File: src/rtl/dpa_pkg.sv
package dpa_pkg;

    typedef enum logic [1:0] {
        OWN_NONE  = 2'd0,
        OWN_LEFT  = 2'd1,
        OWN_RIGHT = 2'd2
    } owner_e;

    typedef struct packed {
        owner_e owner;
    } arb_state_t;

    localparam int unsigned NUM_PORTS = 2;
    localparam int unsigned P_LEFT    = 0;
    localparam int unsigned P_RIGHT   = 1;

endpackage

File: src/rtl/dpa_port_track.sv
module dpa_port_track #(
    parameter int unsigned ADDR_W = 14
) (
    input  logic              clk,
    input  logic              rst_n,
    input  logic              ce_n,
    input  logic [ADDR_W-1:0] addr,
    output logic              held
);
    typedef struct packed {
        logic              ce_n;
        logic [ADDR_W-1:0] addr;
    } track_t;

    track_t trk_d, trk_q;

    always_comb begin
        trk_d      = trk_q;
        trk_d.ce_n = ce_n;
        trk_d.addr = addr;
    end

    always_ff @(posedge clk or negedge rst_n) begin
        if (!rst_n) begin
            trk_q <= '{ce_n: 1'b1, addr: '0};
        end else begin
            trk_q <= trk_d;
        end
    end

    // Port was already enabled on this same word at the previous edge.
    assign held = !ce_n && !trk_q.ce_n && (addr == trk_q.addr);

endmodule

File: src/rtl/dpa_arb_core.sv
module dpa_arb_core
    import dpa_pkg::*;
(
    input  logic   clk,
    input  logic   rst_n,
    input  logic   match,
    input  logic   left_held,
    input  logic   right_held,
    output owner_e owner_q
);
    arb_state_t st_d, st_q;

    always_comb begin
        st_d = st_q;
        if (!match) begin
            st_d.owner = OWN_NONE;
        end else if (st_q.owner == OWN_NONE) begin
            // First arrival wins; a same-edge arrival goes to the left port.
            st_d.owner = (right_held && !left_held) ? OWN_RIGHT : OWN_LEFT;
        end
    end

    always_ff @(posedge clk or negedge rst_n) begin
        if (!rst_n) begin
            st_q <= '{owner: OWN_NONE};
        end else begin
            st_q <= st_d;
        end
    end

    assign owner_q = st_q.owner;

endmodule

File: src/rtl/dpa_port_gate.sv
module dpa_port_gate (
    input  logic is_master,
    input  logic lost,
    input  logic busy_in_n,
    input  logic ce_n,
    input  logic wr_n,
    output logic busy_out_n,
    output logic wr_ok
);
    logic blocked;

    always_comb begin
        busy_out_n = is_master ? !lost : 1'b1;
        blocked    = is_master ? lost : !busy_in_n;
        wr_ok      = !ce_n && !wr_n && !blocked;
    end

endmodule

File: src/rtl/dp_contention_arbiter.sv
module dp_contention_arbiter
    import dpa_pkg::*;
#(
    parameter int unsigned ADDR_W = 14
) (
    input  logic              clk,
    input  logic              rst_n,
    input  logic              is_master,
    input  logic              l_ce_n,
    input  logic              l_wr_n,
    input  logic [ADDR_W-1:0] l_addr,
    input  logic              r_ce_n,
    input  logic              r_wr_n,
    input  logic [ADDR_W-1:0] r_addr,
    input  logic              l_busy_in_n,
    input  logic              r_busy_in_n,
    output logic              l_busy_out_n,
    output logic              r_busy_out_n,
    output logic              l_wr_ok,
    output logic              r_wr_ok
);
    logic [ADDR_W-1:0] addr_v   [NUM_PORTS];
    logic              ce_v     [NUM_PORTS];
    logic              wr_v     [NUM_PORTS];
    logic              bin_v    [NUM_PORTS];
    logic              bout_v   [NUM_PORTS];
    logic              ok_v     [NUM_PORTS];
    logic              held_v   [NUM_PORTS];
    logic              lost_v   [NUM_PORTS];
    logic              match;
    owner_e            owner;

    always_comb begin
        addr_v[P_LEFT]  = l_addr;
        addr_v[P_RIGHT] = r_addr;
        ce_v[P_LEFT]    = l_ce_n;
        ce_v[P_RIGHT]   = r_ce_n;
        wr_v[P_LEFT]    = l_wr_n;
        wr_v[P_RIGHT]   = r_wr_n;
        bin_v[P_LEFT]   = l_busy_in_n;
        bin_v[P_RIGHT]  = r_busy_in_n;
        lost_v[P_LEFT]  = (owner == OWN_RIGHT);
        lost_v[P_RIGHT] = (owner == OWN_LEFT);
        match           = !l_ce_n && !r_ce_n && (l_addr == r_addr);
    end

    for (genvar p = 0; p < NUM_PORTS; p++) begin : g_port
        dpa_port_track #(.ADDR_W(ADDR_W)) i_track (
            .clk   (clk),
            .rst_n (rst_n),
            .ce_n  (ce_v[p]),
            .addr  (addr_v[p]),
            .held  (held_v[p])
        );

        dpa_port_gate i_gate (
            .is_master  (is_master),
            .lost       (lost_v[p]),
            .busy_in_n  (bin_v[p]),
            .ce_n       (ce_v[p]),
            .wr_n       (wr_v[p]),
            .busy_out_n (bout_v[p]),
            .wr_ok      (ok_v[p])
        );
    end

    dpa_arb_core i_core (
        .clk        (clk),
        .rst_n      (rst_n),
        .match      (match),
        .left_held  (held_v[P_LEFT]),
        .right_held (held_v[P_RIGHT]),
        .owner_q    (owner)
    );

    assign l_busy_out_n = bout_v[P_LEFT];
    assign r_busy_out_n = bout_v[P_RIGHT];
    assign l_wr_ok      = ok_v[P_LEFT];
    assign r_wr_ok      = ok_v[P_RIGHT];

endmodule

File: config.mk
export PLATFORM = sky130hd
export DESIGN_NAME = dp_contention_arbiter
export DESIGN_NICKNAME = d
export VERILOG_FILES = /design/src/rtl/dpa_pkg.sv /design/src/rtl/dpa_port_track.sv /design/src/rtl/dpa_arb_core.sv /design/src/rtl/dpa_port_gate.sv /design/src/rtl/dp_contention_arbiter.sv
export SDC_FILE = /design/constraint.sdc
export NUM_CORES = 1
export LEC_CHECK = 0
export ABC_AREA = 1
export BUFFER_PORTS_ARGS = -buffer_cell sky130_fd_sc_hd__buf_4
export CORE_MARGIN = 5
export CORE_UTILIZATION = 47
export CTS_CLUSTER_DIAMETER = 80
export DETAILED_ROUTE_END_ITERATION = 10
export PLACE_DENSITY = 0.74
export SLEW_MARGIN = 40
export SYNTH_ARGS = -nofsm -noshare
export SYNTH_HDL_FRONTEND = slang
export SYNTH_SLANG_ARGS = --single-unit
File: constraint.sdc
create_clock -name clk -period 1.16 [get_ports clk]
set_clock_uncertainty 0.1 [all_clocks]
set_input_delay 0.058 -clock clk [delete_from_list [all_inputs] [get_ports clk]]
set_output_delay 0.058 -clock clk [all_outputs]
set_load 0.05 [all_outputs]
# ---- Word-level counts from Yosys, hierarchy flattened
# Index checks and enable logic that the tools add are counted.
dict set report totals {
  reg_bits 32
  inputBits 37
  output_inout_bits 4
  elab_cells 43
}
dict set report classes {
  n_eq_ne 6
  muxes 7
  reduce_logical 25
}
# op count
set ops {}
lappend ops {{$eq 14x14->1} 3}
lappend ops {{$logic_not 1->1} 13}
lappend ops {{$logic_and 1x1->1} 11}
lappend ops {{$mux 2} 3}
lappend ops {{$mux 1} 4}
lappend ops {{$eq 2x1->1 const B} 1}
lappend ops {{$eq 2x2->1 const B} 1}
lappend ops {{$logic_not 2->1} 1}
lappend ops {{$ne 2x2->1 const B} 1}

# ---- Longest topological paths before layout
dict set report depth {
  word_depth 8
  depth_mapped 11
  mapped_depth_nobuf 11
}

# ---- Cells and area by module
# From an unflattened synthesis, not the netlist that was laid out.
dict set report unflattened {
  hier_cells 298
  hier_area_um2 1858.0
}
# mod n_inst cells_per_inst area_each_um2
set by_module_without_submodules {}
lappend by_module_without_submodules {dpa_port_track 2 95 689.4}
lappend by_module_without_submodules {dp_contention_arbiter 1 84 331.6}
lappend by_module_without_submodules {dpa_arb_core 1 14 100.1}
lappend by_module_without_submodules {dpa_port_gate 2 5 23.8}

# ---- Worst setup path after synthesis
# Ideal clock, no wire load.
dict set report synth_timing {
  kind {flip-flop to output port}
  startpoint {register i_core.st_q, in the netlist i_core.owner_q[0]}
  endpoint {output port r_wr_ok}
  arrival_ns 2.056
  required_ns 1.002
  slack_ns -1.054
  stages_incl_launch_ff 6
  cell_sequence {dfrtp_1 nand2_1 nor2_1 inv_1 o21ai_0 nor3_1}
}
dict set report synth_via {
  elab_chain_len 4
}
# item line_no
set synth_lines {}
lappend synth_lines {{start, declared} dpa_arb_core.sv:11} ;# arb_state_t st_d, st_q;
lappend synth_lines {{start signal, assigned} dpa_arb_core.sv:25} ;# st_q <= '{owner: OWN_NONE};
lappend synth_lines {{start signal, assigned} dpa_arb_core.sv:27} ;# st_q <= st_d;
lappend synth_lines {{$eq 2x1->1} dp_contention_arbiter.sv:43} ;# lost_v[P_RIGHT] = (owner == OWN_LEFT);
lappend synth_lines {{$mux 1} dpa_port_gate.sv:14} ;# blocked = is_master ? lost : !busy_in_n;
lappend synth_lines {{$logic_not 1->1} dpa_port_gate.sv:15} ;# wr_ok = !ce_n && !wr_n && !blocked;
lappend synth_lines {{$logic_and 1x1->1} dpa_port_gate.sv:15}
lappend synth_lines {{end, declared} dp_contention_arbiter.sv:20} ;# output logic r_wr_ok
# No other way between the ends.

# ---- Worst setup path after layout
dict set report layout_timing {
  startpoint {register i_core.st_q, in the netlist i_core.owner_q[1]}
  endpoint {output port l_wr_ok}
}
dict set report layout_via {
  elab_chain_len 4
}
# item line_no
set layout_lines {}
lappend layout_lines {{$eq 2x2->1} dp_contention_arbiter.sv:42} ;# lost_v[P_LEFT] = (owner == OWN_RIGHT);
lappend layout_lines {{$mux 1} dpa_port_gate.sv:14}
lappend layout_lines {{$logic_not 1->1} dpa_port_gate.sv:15}
lappend layout_lines {{$logic_and 1x1->1} dpa_port_gate.sv:15}
lappend layout_lines {{end, declared} dp_contention_arbiter.sv:19} ;# output logic l_wr_ok,
# No other way between the ends.

==> flow_summary.json <==
{
  "run_status": "finished, violations left",
  "violations": "setup timing",
  "reg2reg_slack_ns": -0.14,
  "detail_route.iter0.violations": 73,
  "dp_slack_ns": -0.164,
  "buffer_ports.inserted": 40,
  "syn-mean-instance-area_sq_um": 7.06,
  "synth-seq-cells": 32,
  "crit_path_top_delay_cell": "dfrtp_1",
  "num_antenna_cells": 0,
  "power_w": 0.00226,
  "via_count_of_the_first_global_routing_pass": 1611,
  "critical_path.reg2reg.endpoint": "i_core.owner_q[0]",
  "clock_tree.buffer_depth": 2,
  "ys_async_sr_fraction_pct": 100,
  "worst_slew_pin_slew_ns": 0.407,
  "ir_worst_vdd_mv": 0.823,
  "global_route.usage.total_pct": 17.6,
  "worst_setup_path_startpoint": "i_core.owner_q[1]",
  "cts-root-buf": "clkbuf_4",
  "intPower_w": 0.00165,
  "critical_path_required_ns": 1.00,
  "critPathKind": "reg -> out",
  "yosysUniqueCellTypes": 17,
  "clk_pin_slew_worst_paths_ns": 0.10,
  "synth.cell_area_sq_um": 1670,
  "power_frac_comb_pct": 21.4,
  "rsz0062_at_grt": "yes",
  "timing.rr.start": "g_port[1].i_track.trk_q[3]",
  "yosys.area.top_type_share_pct": 45.1,
  "synth_top_flop_cell": "dfrtp_1",
  "cts_inserted_buffers": 5,
  "core.rowCount": 21,
  "critPathCaptureType": "output pin",
  "cpMostUsedCell": "inv_2",
  "htreeDepth": 2,
  "pleak_nw": 1.34,
  "finalNonFillerCells": 364,
  "ys_top_cells_by_area": "dfrtp_1 45%, nand2_1 21%, inv_1 12%",
  "final_critical_path_time_including_i_o_delays_and_setup_ns": 1.56,
  "p_sw_share_pct": 27.1,
  "max_slew_margin_pct": 72.8,
  "cp_max_fo": 3,
  "syn2layout_area_growth_pct": 48.5,
  "switching_power_summed_over_all_nets_w": 0.000610,
  "wire_per_inst_um": 10.9,
  "slowest_delay_ns": 0.41,
  "synth-seq-area-share_pct": 48.2,
  "clock_power_share_pct": 25.7,
  "max_cap_viol_count": 0,
  "drcViolationCount": 0,
  "firstDrtPassIters": 4,
  "grt_start_max_net_pins": 33,
  "height_of_the_die_um": 69.5,
  "die_area_sq_um": 4830,
  "routed_wl_mm": 3.96,
  "hold_viol_final": 0,
  "arrival_ns": 1.40,
  "r2r_cells": 10,
  "postSynthCellCount": 236,
  "tritoncts": "yes",
  "post_synth_net_total": 273,
  "initial_core_utilization_pct": 49.1,
  "critical_path_depth": 6,
  "gp_routability_congestion": 0.832,
  "finalHoldWorstSlack_ns": 0.0955,
  "global_route_wire_length_before_repair_mm": 6.89,
  "finalInstanceArea_sq_um": 2470,
  "cp_cell_sequence": "inv_2 -> nor3_2 -> inv_2 -> o21ai_2 -> nor3_4 -> buf_6",
  "final_min_period_over_clock_period_pct": 134,
  "pin_count": 41,
  "congestion_overflow_gr": 0,
  "post-dp-hpwl_mm": 2.83,
  "critPathLaunchType": "register",
  "setup-violations-final": 6,
  "hp-class": "in -> async",
  "dr_total_vias": 1640,
  "critical_path.n_buffers_inverters": 3,
  "synth.most_common_cell": "nand2_1",
  "critPathTopFamily": "flip-flops",
  "route.antenna.remaining_nets": 0,
  "max_clk_rate_mhz": 643,
  "final_layout_size_suffix_gt1_share_pct": 21.1,
  "fin_nets": 355,
  "clkSinkCount": 32,
  "yosys-top-cells-count": "91 x nand2_1, 54 x inv_1, 30 x dfrtp_1",
  "yosysWarnings": 0,
  "edff_count_synth": 0,
  "placed_area_sq_um": 2080,
  "crit_path_end": "l_wr_ok",
  "postLayoutSetupSlackWorst_ns": -0.396,
  "worst_skew_pair.late_latency_ns": 0.33,
  "chipWidth_um": 69.5,
  "power.share.sequential_pct": 52.9,
  "grt_antenna_before_repair": 0,
  "power_per_cell_area_nw_per_um2": 912,
  "core_sq_um": 3390,
  "final-max-slew-violation-count": 0,
  "placed_cells_incl_taps": 325,
  "synth_area_leader_cell": "dfrtp_1",
  "via_per_inst": 4.51
}
-- per-layer routing --
metal  vias up  share of wire [%]  global-route usage, %
li1        857                  -                      -
met1       737                 45                   21.8
met2        37                 48                   29.6
met3         9                6.3                   5.22
met4         0                1.2                   5.21
met5         -                  0                      0
-- cell families (layout without fill, tap and decap cells) --
| family | after synthesis | count (layout) | share of synthesized area (%) |
|---|---|---|---|
| DFF | 32 | 32 | 48.2 |
| xor gates and xnor gates | 7 | 7 | 3.68 |
| buffers and inverters | 54 | 136 | 12.2 |
| and+or+nand+nor | 130 | 130 | 31.6 |
| AOI/OAI and AO/OA | 13 | 13 | 4.28 |
-- how the worst min path moves through the flow --
stage	startpoint	end	slack, ns	cells past startpoint
final	rst_n	g_port[0].i_track.trk_q[9]	0.1	2
after global placement	rst_n	g_port[1].i_track.trk_q[2]	-0.08	1
after detailed placement	rst_n	g_port[1].i_track.trk_q[2]	-0.08	1
after global routing	rst_n	i_core.owner_q[0]	0.13	2
after floorplan	rst_n	g_port[0].i_track.trk_q[0]	-0.34	0
after CTS	rst_n	g_port[1].i_track.trk_q[5]	0.11	2
-- area by class of cell --
| cell class | count | area [sq um] |
|---|---|---|
| well taps | 46 | 57.6 |
| multi-input cells | 150 | 704 |
| clock buffers | 7 | 45.0 |
| inverters | 54 | 203 |
| fillers | 278 | 917 |
| flip-flops and latches | 32 | 803 |
| repair buffers | 75 | 659 |
-- flip-flops by register name, indices dropped and copies added (netlist names) --
name and count:
g_port.i_track.trk_q 30, i_core.owner_q 2
-- power by group through the flow --
stage | sequential, W | clock, W | combinational [W]
after floorplan | 0.00121 | 0 | 0.000193
after global placement | 0.00121 | 0 | 0.000391
after detailed placement | 0.00121 | 0 | 0.000397
after CTS | 0.00119 | 0.000597 | 0.000481
after global routing | 0.00120 | 0.000661 | 0.000543
final | 0.00119 | 0.000580 | 0.000483
-- placed cells by master (no fill, tap or decap) --
cell type | Yosys | routed
a21oi_2 | 1 | 1
buf_4 | 0 | 40
buf_6 | 0 | 3
buf_8 | 0 | 1
clkbuf_1 | 0 | 2
clkbuf_4 | 0 | 5
dfrtp_1 | 30 | 30
dfstp_2 | 2 | 2
dlygate4sd3_1 | 0 | 31
inv_1 | 54 | 51
inv_2 | 0 | 3
nand2_1 | 91 | 89
nand2_2 | 1 | 3
nand3_1 | 5 | 5
nand3b_1 | 2 | 2
nand4_1 | 2 | 2
nor2_1 | 24 | 22
nor2_2 | 0 | 2
nor2_4 | 1 | 1
nor3_2 | 1 | 2
nor3_4 | 0 | 2
o211ai_1 | 1 | 1
o21ai_0 | 9 | 7
o21ai_1 | 2 | 2
o21ai_2 | 0 | 2
xnor2_1 | 7 | 7
-- stage by stage --
stage / util (%) / setup TNS [ns]
final: 72.9 / -1.45
after global routing: 72.9 / -1.99
after CTS: 72.5 / -1.51
after detailed placement: 61.2 / -0.278
after global placement: 61.2 / -0.225
after floorplan: - / -0.556
-- what timing repair did --
| action | CTS | global route |
|---|---|---|
| hold buffers | 31 | 0 |
| pin swaps | 5 | 9 |
| gates cloned | 0 | 0 |
| endpoints found under the setup margin | 6 | 6 |
| buffers inserted | 1 | 0 |
| hold endpoints to repair | 62 | 0 |
| gates resized for setup | 5 | 5 |
No activity file was read; power rests on OpenSTA's default activity.
